==> config.mk <==
export PLATFORM = sky130hd
export DESIGN_NAME = scan_flush_seq
export DESIGN_NICKNAME = d
export VERILOG_FILES = /design/src/rtl/scan_flush_pkg.sv /design/src/rtl/scan_flush_seq.sv
export SDC_FILE = /design/constraint.sdc
export NUM_CORES = 1
export LEC_CHECK = 0
export ABC_CLOCK_PERIOD_IN_PS = 2000
export BUFFER_PORTS_ARGS = -buffer_cell sky130_fd_sc_hd__buf_2
export CAP_MARGIN = 20
export CORE_AREA = 5 5 42 44
export DETAILED_ROUTE_END_ITERATION = 12
export DIE_AREA = 0 0 47 49
export PLACE_DENSITY = 0.52
export SLEW_MARGIN = 20
export SYNTH_ARGS = -nofsm -noshare
export SYNTH_HDL_FRONTEND = slang
export SYNTH_SLANG_ARGS = --single-unit
==> constraint.sdc <==
create_clock -name clk -period 2 [get_ports clk]
set_clock_uncertainty 0.15 [all_clocks]
set_input_delay 0.3 -clock clk [delete_from_list [all_inputs] [get_ports clk]]
set_output_delay 0.3 -clock clk [all_outputs]
set_load 0.005 [all_outputs]
==> src/rtl/scan_flush_pkg.sv <==
package scan_flush_pkg;

  typedef enum logic [1:0] {
    SF_IDLE = 2'd0,
    SF_RUN  = 2'd1,
    SF_DONE = 2'd2
  } sf_state_e;

  // serial bit of the period-four flush pattern for a phase value
  function automatic logic sf_pattern_bit(input logic [1:0] phase);
    return phase[1];
  endfunction

endpackage

==> src/rtl/scan_flush_seq.sv <==
module scan_flush_seq
  import scan_flush_pkg::*;
#(
  parameter int CHAIN_LEN = 16
) (
  input  logic clk,
  input  logic rst_n,
  input  logic start_i,
  output logic accept_o,
  output logic run_o,
  output logic cmp_en_o,
  output logic last_o,
  output logic done_o
);
  localparam int RUN_LEN = CHAIN_LEN + 4;
  localparam int CW      = $clog2(RUN_LEN);
  localparam logic [CW-1:0] LAST_IDX = CW'(RUN_LEN - 1);
  localparam logic [CW-1:0] WIN_IDX  = CW'(CHAIN_LEN);

  sf_state_e     state_q, state_d;
  logic [CW-1:0] cnt_q;

  assign accept_o = (state_q == SF_IDLE) && start_i;
  assign run_o    = (state_q == SF_RUN);
  assign cmp_en_o = run_o && (cnt_q >= WIN_IDX);
  assign last_o   = run_o && (cnt_q == LAST_IDX);
  assign done_o   = (state_q == SF_DONE);

  always_comb begin
    state_d = state_q;
    unique case (state_q)
      SF_IDLE: if (start_i) state_d = SF_RUN;
      SF_RUN:  if (last_o)  state_d = SF_DONE;
      SF_DONE: state_d = SF_IDLE;
      default: state_d = SF_IDLE;
    endcase
  end

  always_ff @(posedge clk or negedge rst_n) begin
    if (!rst_n) begin
      state_q <= SF_IDLE;
      cnt_q   <= '0;
    end else begin
      state_q <= state_d;
      if (accept_o)   cnt_q <= '0;
      else if (run_o) cnt_q <= cnt_q + 1'b1;
    end
  end

endmodule

==> results of run 1 <==
[per-stage QoR]
step,util [%],worst slack (ps),std cells,instance area [um^2],power (W)
4_1_cts,31.87,112.7,62,446.7,0.0006438
3_3_place_gp,29.29,414.8,57,410.4,0.0005057
2_1_floorplan,-,603.6,36,377.9,0.0004672
6_report,32.05,167.7,62,449.2,0.0006342
3_5_place_dp,29.29,400.5,57,410.4,0.0005061
5_1_grt,32.05,98.19,62,449.2,0.0006924
[worst max path at each step]
stage	from	end	slack (ps)	depth (start not counted)
3_3_place_gp	state_q[1]$_DFFE_PN0P_	last_o	410	3
6_report	state_q[0]$_DFFE_PN0P_	accept_o	170	3
2_1_floorplan	state_q[0]$_DFFE_PN0P_	accept_o	600	3
3_5_place_dp	state_q[1]$_DFFE_PN0P_	last_o	400	3
4_1_cts	state_q[1]$_DFFE_PN0P_	last_o	110	3
5_1_grt	state_q[1]$_DFFE_PN0P_	last_o	100	3
[worst max-delay path, delay by kind of cell (launching register included)]
kind | cells | cell delay (ps)
buffers and inverters | 2 | 200
flip-flops | 1 | 400
AND/OR/NAND/NOR | 1 | 530
[cell usage in the layout, fill, tap and decap left out, types with 2 or more instances in the layout]
cell type and count:
clkbuf_4 3, o21ai_1 3, nor4_1 2, nand2_1 4, nand3_2 3, dfrtp_1 7
buf_2 7, nand3_1 2
[layout make-up]
class | count | area [um^2] | area share (%)
clock buffer | 4 | 26.28 | 5.850
inverter | 2 | 12.51 | 2.786
multi-input combinational | 25 | 170.2 | 37.88
sequential | 7 | 175.2 | 39.00
tap | 16 | 20.02 | 4.457
timing repair buffer | 8 | 45.04 | 10.03
[power groups by stage]
stage | Clock, W | Sequential [W] | Combinational (W)
floorplan | 0 | 0.000259 | 0.000208
global placement | 0 | 0.000275 | 0.000230
detailed placement | 0 | 0.000276 | 0.000230
CTS | 0.000138 | 0.000274 | 0.000232
global route | 0.000147 | 0.000285 | 0.000260
finish | 0.000131 | 0.000274 | 0.000229
[layer usage]
metal / wire length [um] / vias up
li1: - / 143
met4: 24 / 0
met5: 0 / -
met2: 318 / 5
met1: 313 / 128
met3: 30 / 4
[state kept, by name, summed over array words and instances (netlist names)]
name and flops:
cnt_q 5, state_q 2
[logic make-up (layout without fill, tap and decap cells)]
kind of cell	Yosys count	after routing	share of synthesized area, %
buf+inv	4	14	9.271
xor+xnor	1	1	2.318
fa+ha+maj	1	1	3.311
mux	1	1	2.649
flops	7	7	46.36
compound gates	4	4	5.296
simple gates	18	18	30.80
[timing repair]
| item | 4_1_cts | 5_1_grt |
|---|---|---|
| hold buffers | 1 | 0 |
| setup buffers | 0 | 0 |
| endpoints found under the hold margin | 7 | 0 |
| endpoints found under the setup margin | 0 | 1 |
| resized for setup | 0 | 1 |
==> impl_metrics.env, run 1 <==
export IMPL_die_h_um=49
export IMPL_period_share_pct=91.62
export IMPL_drt_initial_drc_count=4
export IMPL_switchingPower_w=0.0002567
export IMPL_critPathArrivalTime_ps=1380
export IMPL_rsz0062_at_grt="no"
export IMPL_ys_ff_latch=7
export IMPL_syn2layout_area_growth_pct=18.87
export IMPL_hpwl_um=522.5
export IMPL_start_util_pct=26.96
export IMPL_ir_drop_mv=0.4527
export IMPL_report_final_slew_viol_count=0
export IMPL_top_usage_layer="met2"
export IMPL_slowest_stage="or3b_1"
export IMPL_grt_pass1_vias=278
export IMPL_n_fill_cell=160
export IMPL_yosysSeqAreaShare_pct=46.36
export IMPL_use_met1_pct=8.929
export IMPL_path_cells="or3b_1 > inv_1 > buf_2"
export IMPL_insertedDiodeCount=0
export IMPL_num_vias=280
export IMPL_synth_area_um2=377.9
export IMPL_r2r_start="state_q[0]$_DFFE_PN0P_"
export IMPL_pwr_share_seq_pct=43.2
export IMPL_synth_commonest_cells="dfrtp_1 (7), nand2_1 (4), nand3_2 (3), o21ai_1 (3)"
export IMPL_clkPwrFrac_pct=20.6
export IMPL_vias_per_cell=4.516
export IMPL_p_int_w=0.0003775
export IMPL_status="finished clean"
export IMPL_grt_first_pass_wirelength_um=1228
export IMPL_fin_hold_ws_ps=252.2
export IMPL_synth_cells=36
export IMPL_power_switching_share_pct=40.47
export IMPL_core_um2=1401
export IMPL_synth_avg_cell_area_um2=10.50
export IMPL_rr_endpoint="cnt_q[3]$_DFFE_PN0P_"
export IMPL_synth_edff_count=0
export IMPL_gr_usage_met2_pct=9.955
export IMPL_finalSetupViolations=0
export IMPL_finalNetCount=51
export IMPL_critPathRequiredTime_ps=1550
export IMPL_avgRoutedWirePerCell_um=11.08
export IMPL_max_freq_mhz=545.8
export IMPL_port_buffers=7
export IMPL_gr_total_overflow=0
export IMPL_share_comb_of_total_power_pct=36.2
export IMPL_cts_root_buffer="clkbuf_4"
export IMPL_detail_route_wirelength_um=687
export IMPL_r2r_cells=3
export IMPL_p_leak_nw=0.2174
export IMPL_synth_area_leaders="dfrtp_1 (46%), nand3_2 (7.9%), buf_6 (6.0%)"
export IMPL_die_area_um2=2303
export IMPL_critPathKind="reg2out"
export IMPL_grtUsageTotal_pct=7.856
export IMPL_netlist_area_leader_share_pct=46.36
export IMPL_die_w_um=47
export IMPL_synth_warnings=0
export IMPL_async_flop_share_pct=100.0
export IMPL_drive_above_1_share_pct=34.78
export IMPL_gr_usage_met3_pct=3.321
export IMPL_drtPass1Iterations=2
export IMPL_hold_path_class="in2async"
export IMPL_cts_tree="built"
export IMPL_synth_nets=40
export IMPL_cts_buffers_inserted=3
export IMPL_hold_violations=0
export IMPL_startpoint_type="register"
export IMPL_cts_htree_levels=1
export IMPL_ioPinCount=8
export IMPL_cp_end_kind="primary output"
export IMPL_place_congestion=0.7179
export IMPL_cts_path_max_buffers=2
export IMPL_antenna_found_initial=0
export IMPL_clk_latency_ps=250
export IMPL_tightestPinTransition_ps=294.1
export IMPL_drcViolationCount=0
export IMPL_path_clk_slew_ps=50
export IMPL_rrSetupSlack_ps=610
export IMPL_cp_max_fo=7
export IMPL_max_stage_delay_ps=530
export IMPL_drv_cap=0
export IMPL_period_needed_ps=1832
export IMPL_ant_nets=0
export IMPL_synth_most_common_cell="dfrtp_1"
export IMPL_clock_sinks=7
export IMPL_grt_max_degree=10
export IMPL_max_slew_margin_pct=80.39
export IMPL_synth_cell_types=20
export IMPL_std_cell_rows=14
export IMPL_yosysTopAreaCell="dfrtp_1"
export IMPL_synth_main_ff_cell="dfrtp_1"
export IMPL_powerDensity_nw_per_um2=1412
export IMPL_fin_setup_tns_ps=0
(Power assumes the default switching activity.)
==> run 2: changes to the inputs <==
==> constraint.sdc (replaced) <==
create_clock -name clk -period 2 [get_ports clk]
set_clock_uncertainty 0.15 [all_clocks]
set_input_delay 0.2 -clock clk [delete_from_list [all_inputs] [get_ports clk]]
set_output_delay 0.2 -clock clk [all_outputs]
set_load 0.005 [all_outputs]
==> run 2 against run 1 <==
  * First-iteration DRC count fell by 50%
  * Total power is 0.60% lower
  * Wire length decreased by 0.15%
==> impl_metrics.env, run 2 (synthesis results as in run 1) <==
export IMPL_dpl_worst_slack_ps=500.5
export IMPL_drcViolationCount=0
export IMPL_avgRoutedWirePerCell_um=11.06
export IMPL_num_vias=282
export IMPL_rrSetupSlack_ps=610
export IMPL_die_w_um=47
export IMPL_mostFrequentLayoutCells="dfrtp_1 (7), buf_2 (7), nand2_1 (4)"
export IMPL_rr_endpoint="cnt_q[0]$_DFFE_PN0P_"
export IMPL_cp_end_kind="primary output"
export IMPL_cts_root_buffer="clkbuf_4"
export IMPL_fin_setup_tns_ps=0
export IMPL_largest_reg_flops=5
export IMPL_finalSetupViolations=0
export IMPL_period_share_pct=87.80
export IMPL_drtPass1Iterations=2
export IMPL_ioPinCount=8
export IMPL_port_buffers=7
export IMPL_clk_latency_ps=250
export IMPL_die_h_um=49
export IMPL_max_slew_margin_pct=72.08
export IMPL_cts_tree="built"
export IMPL_drv_cap=0
export IMPL_drive_above_1_share_pct=32.61
export IMPL_hold_violations=0
export IMPL_die_area_um2=2303
export IMPL_startpoint_type="register"
export IMPL_grtUsageTotal_pct=7.856
export IMPL_antenna_found_initial=0
export IMPL_hold_path_class="in2async"
export IMPL_grt_first_pass_wirelength_um=1228
export IMPL_cts_htree_levels=1
export IMPL_ir_drop_mv=0.4435
export IMPL_r2r_cells=3
export IMPL_syn2layout_area_growth_pct=18.21
export IMPL_hpwl_um=522.5
export IMPL_max_freq_mhz=569.5
export IMPL_core_um2=1401
export IMPL_report_final_slew_viol_count=0
export IMPL_drt_initial_drc_count=2
export IMPL_critPathArrivalTime_ps=1410
export IMPL_r2r_start="state_q[0]$_DFFE_PN0P_"
export IMPL_path_clk_slew_ps=50
export IMPL_finalWorstSetupSlack_ps=244.1
export IMPL_ant_nets=0
export IMPL_p_leak_nw=0.2178
export IMPL_std_cell_rows=14
export IMPL_cp_max_fo=9
export IMPL_gr_total_overflow=0
export IMPL_insertedDiodeCount=0
export IMPL_critPathKind="reg2out"
export IMPL_critPathRequiredTime_ps=1650
export IMPL_top_register="cnt_q"
export IMPL_grt_pass1_vias=278
export IMPL_vias_per_cell=4.548
export IMPL_fin_hold_ws_ps=152.5
export IMPL_powerDensity_nw_per_um2=1411
export IMPL_period_needed_ps=1756
export IMPL_grt_max_degree=10
export IMPL_start_util_pct=26.96
export IMPL_top_regs="cnt_q (5), state_q (2)"
export IMPL_detail_route_wirelength_um=686
export IMPL_cts_resized=0
export IMPL_clock_sinks=7
export IMPL_tightestPinTransition_ps=418.9
export IMPL_status="finished clean"
export IMPL_finalNetCount=51
export IMPL_rsz0062_at_grt="no"
export IMPL_cts_path_max_buffers=2
export IMPL_cts_buffers_inserted=3
export IMPL_place_congestion=0.7179
-- run 2: changes by cell type in the layout (fill, tap and decap cells not counted) --
cell      change
nand2b_1      +1
nand2b_2      -1
-- run 2: where the power goes --
part / internal (W) / total (W) / leakage [nW] / switching [W]
clock: 0.0000763 / 0.000131 / 0.0150 / 0.0000543
sequential: 0.000202 / 0.000272 / 0.0865 / 0.0000699
combinational: 0.0000964 / 0.000227 / 0.116 / 0.000131
total: 0.000375 / 0.000630 / 0.218 / 0.000255
-- run 2: layout make-up --
| type | instances | area [um^2] |
|---|---|---|
| Clock buffer | 4 | 26.28 |
| Fill cell | 160 | 954.7 |
| Inverter | 2 | 12.51 |
| Multi-Input combinational cell | 25 | 167.7 |
| Sequential cell | 7 | 175.2 |
| Tap cell | 16 | 20.02 |
| Timing Repair Buffer | 8 | 45.04 |
-- run 2: layer usage --
layer  global-route usage, %  up-vias  wire (um)
li1                        -      144          -
met1                   8.929      129        314
met2                   9.955        5        317
met3                   3.321        4         30
met4                   8.295        0         24
met5                       0        -          0
-- run 2: repair_timing --
item,in CTS,in global routing
hold endpoints to repair,7,0
hold buffers,1,0
setup buffers,0,0
-- run 2: metrics by stage --
stage	util, %	instance area, um^2	total power [W]	instances
finish	31.87	446.7	0.0006304	62
global route	31.87	446.7	0.0006886	62
CTS	31.87	446.7	0.0006438	62
detailed placement	29.29	410.4	0.0005061	57
global placement	29.29	410.4	0.0005057	57
floorplan	-	377.9	0.0004672	36
-- run 2: worst max-delay path by stage --
stage / slack, ps / cells after the start / end / from
floorplan: 700 / 3 / accept_o / state_q[0]$_DFFE_PN0P_
global placement: 510 / 3 / last_o / state_q[1]$_DFFE_PN0P_
detailed placement: 500 / 3 / last_o / state_q[1]$_DFFE_PN0P_
CTS: 210 / 3 / last_o / state_q[1]$_DFFE_PN0P_
global route: 90 / 3 / last_o / state_q[1]$_DFFE_PN0P_
finish: 240 / 3 / last_o / state_q[1]$_DFFE_PN0P_
-- run 2: worst max-delay path: stages, from the launching register on --
cell	delay, ps
dfrtp_1	380
nand2b_1	330
nor4_1	290
buf_2	160
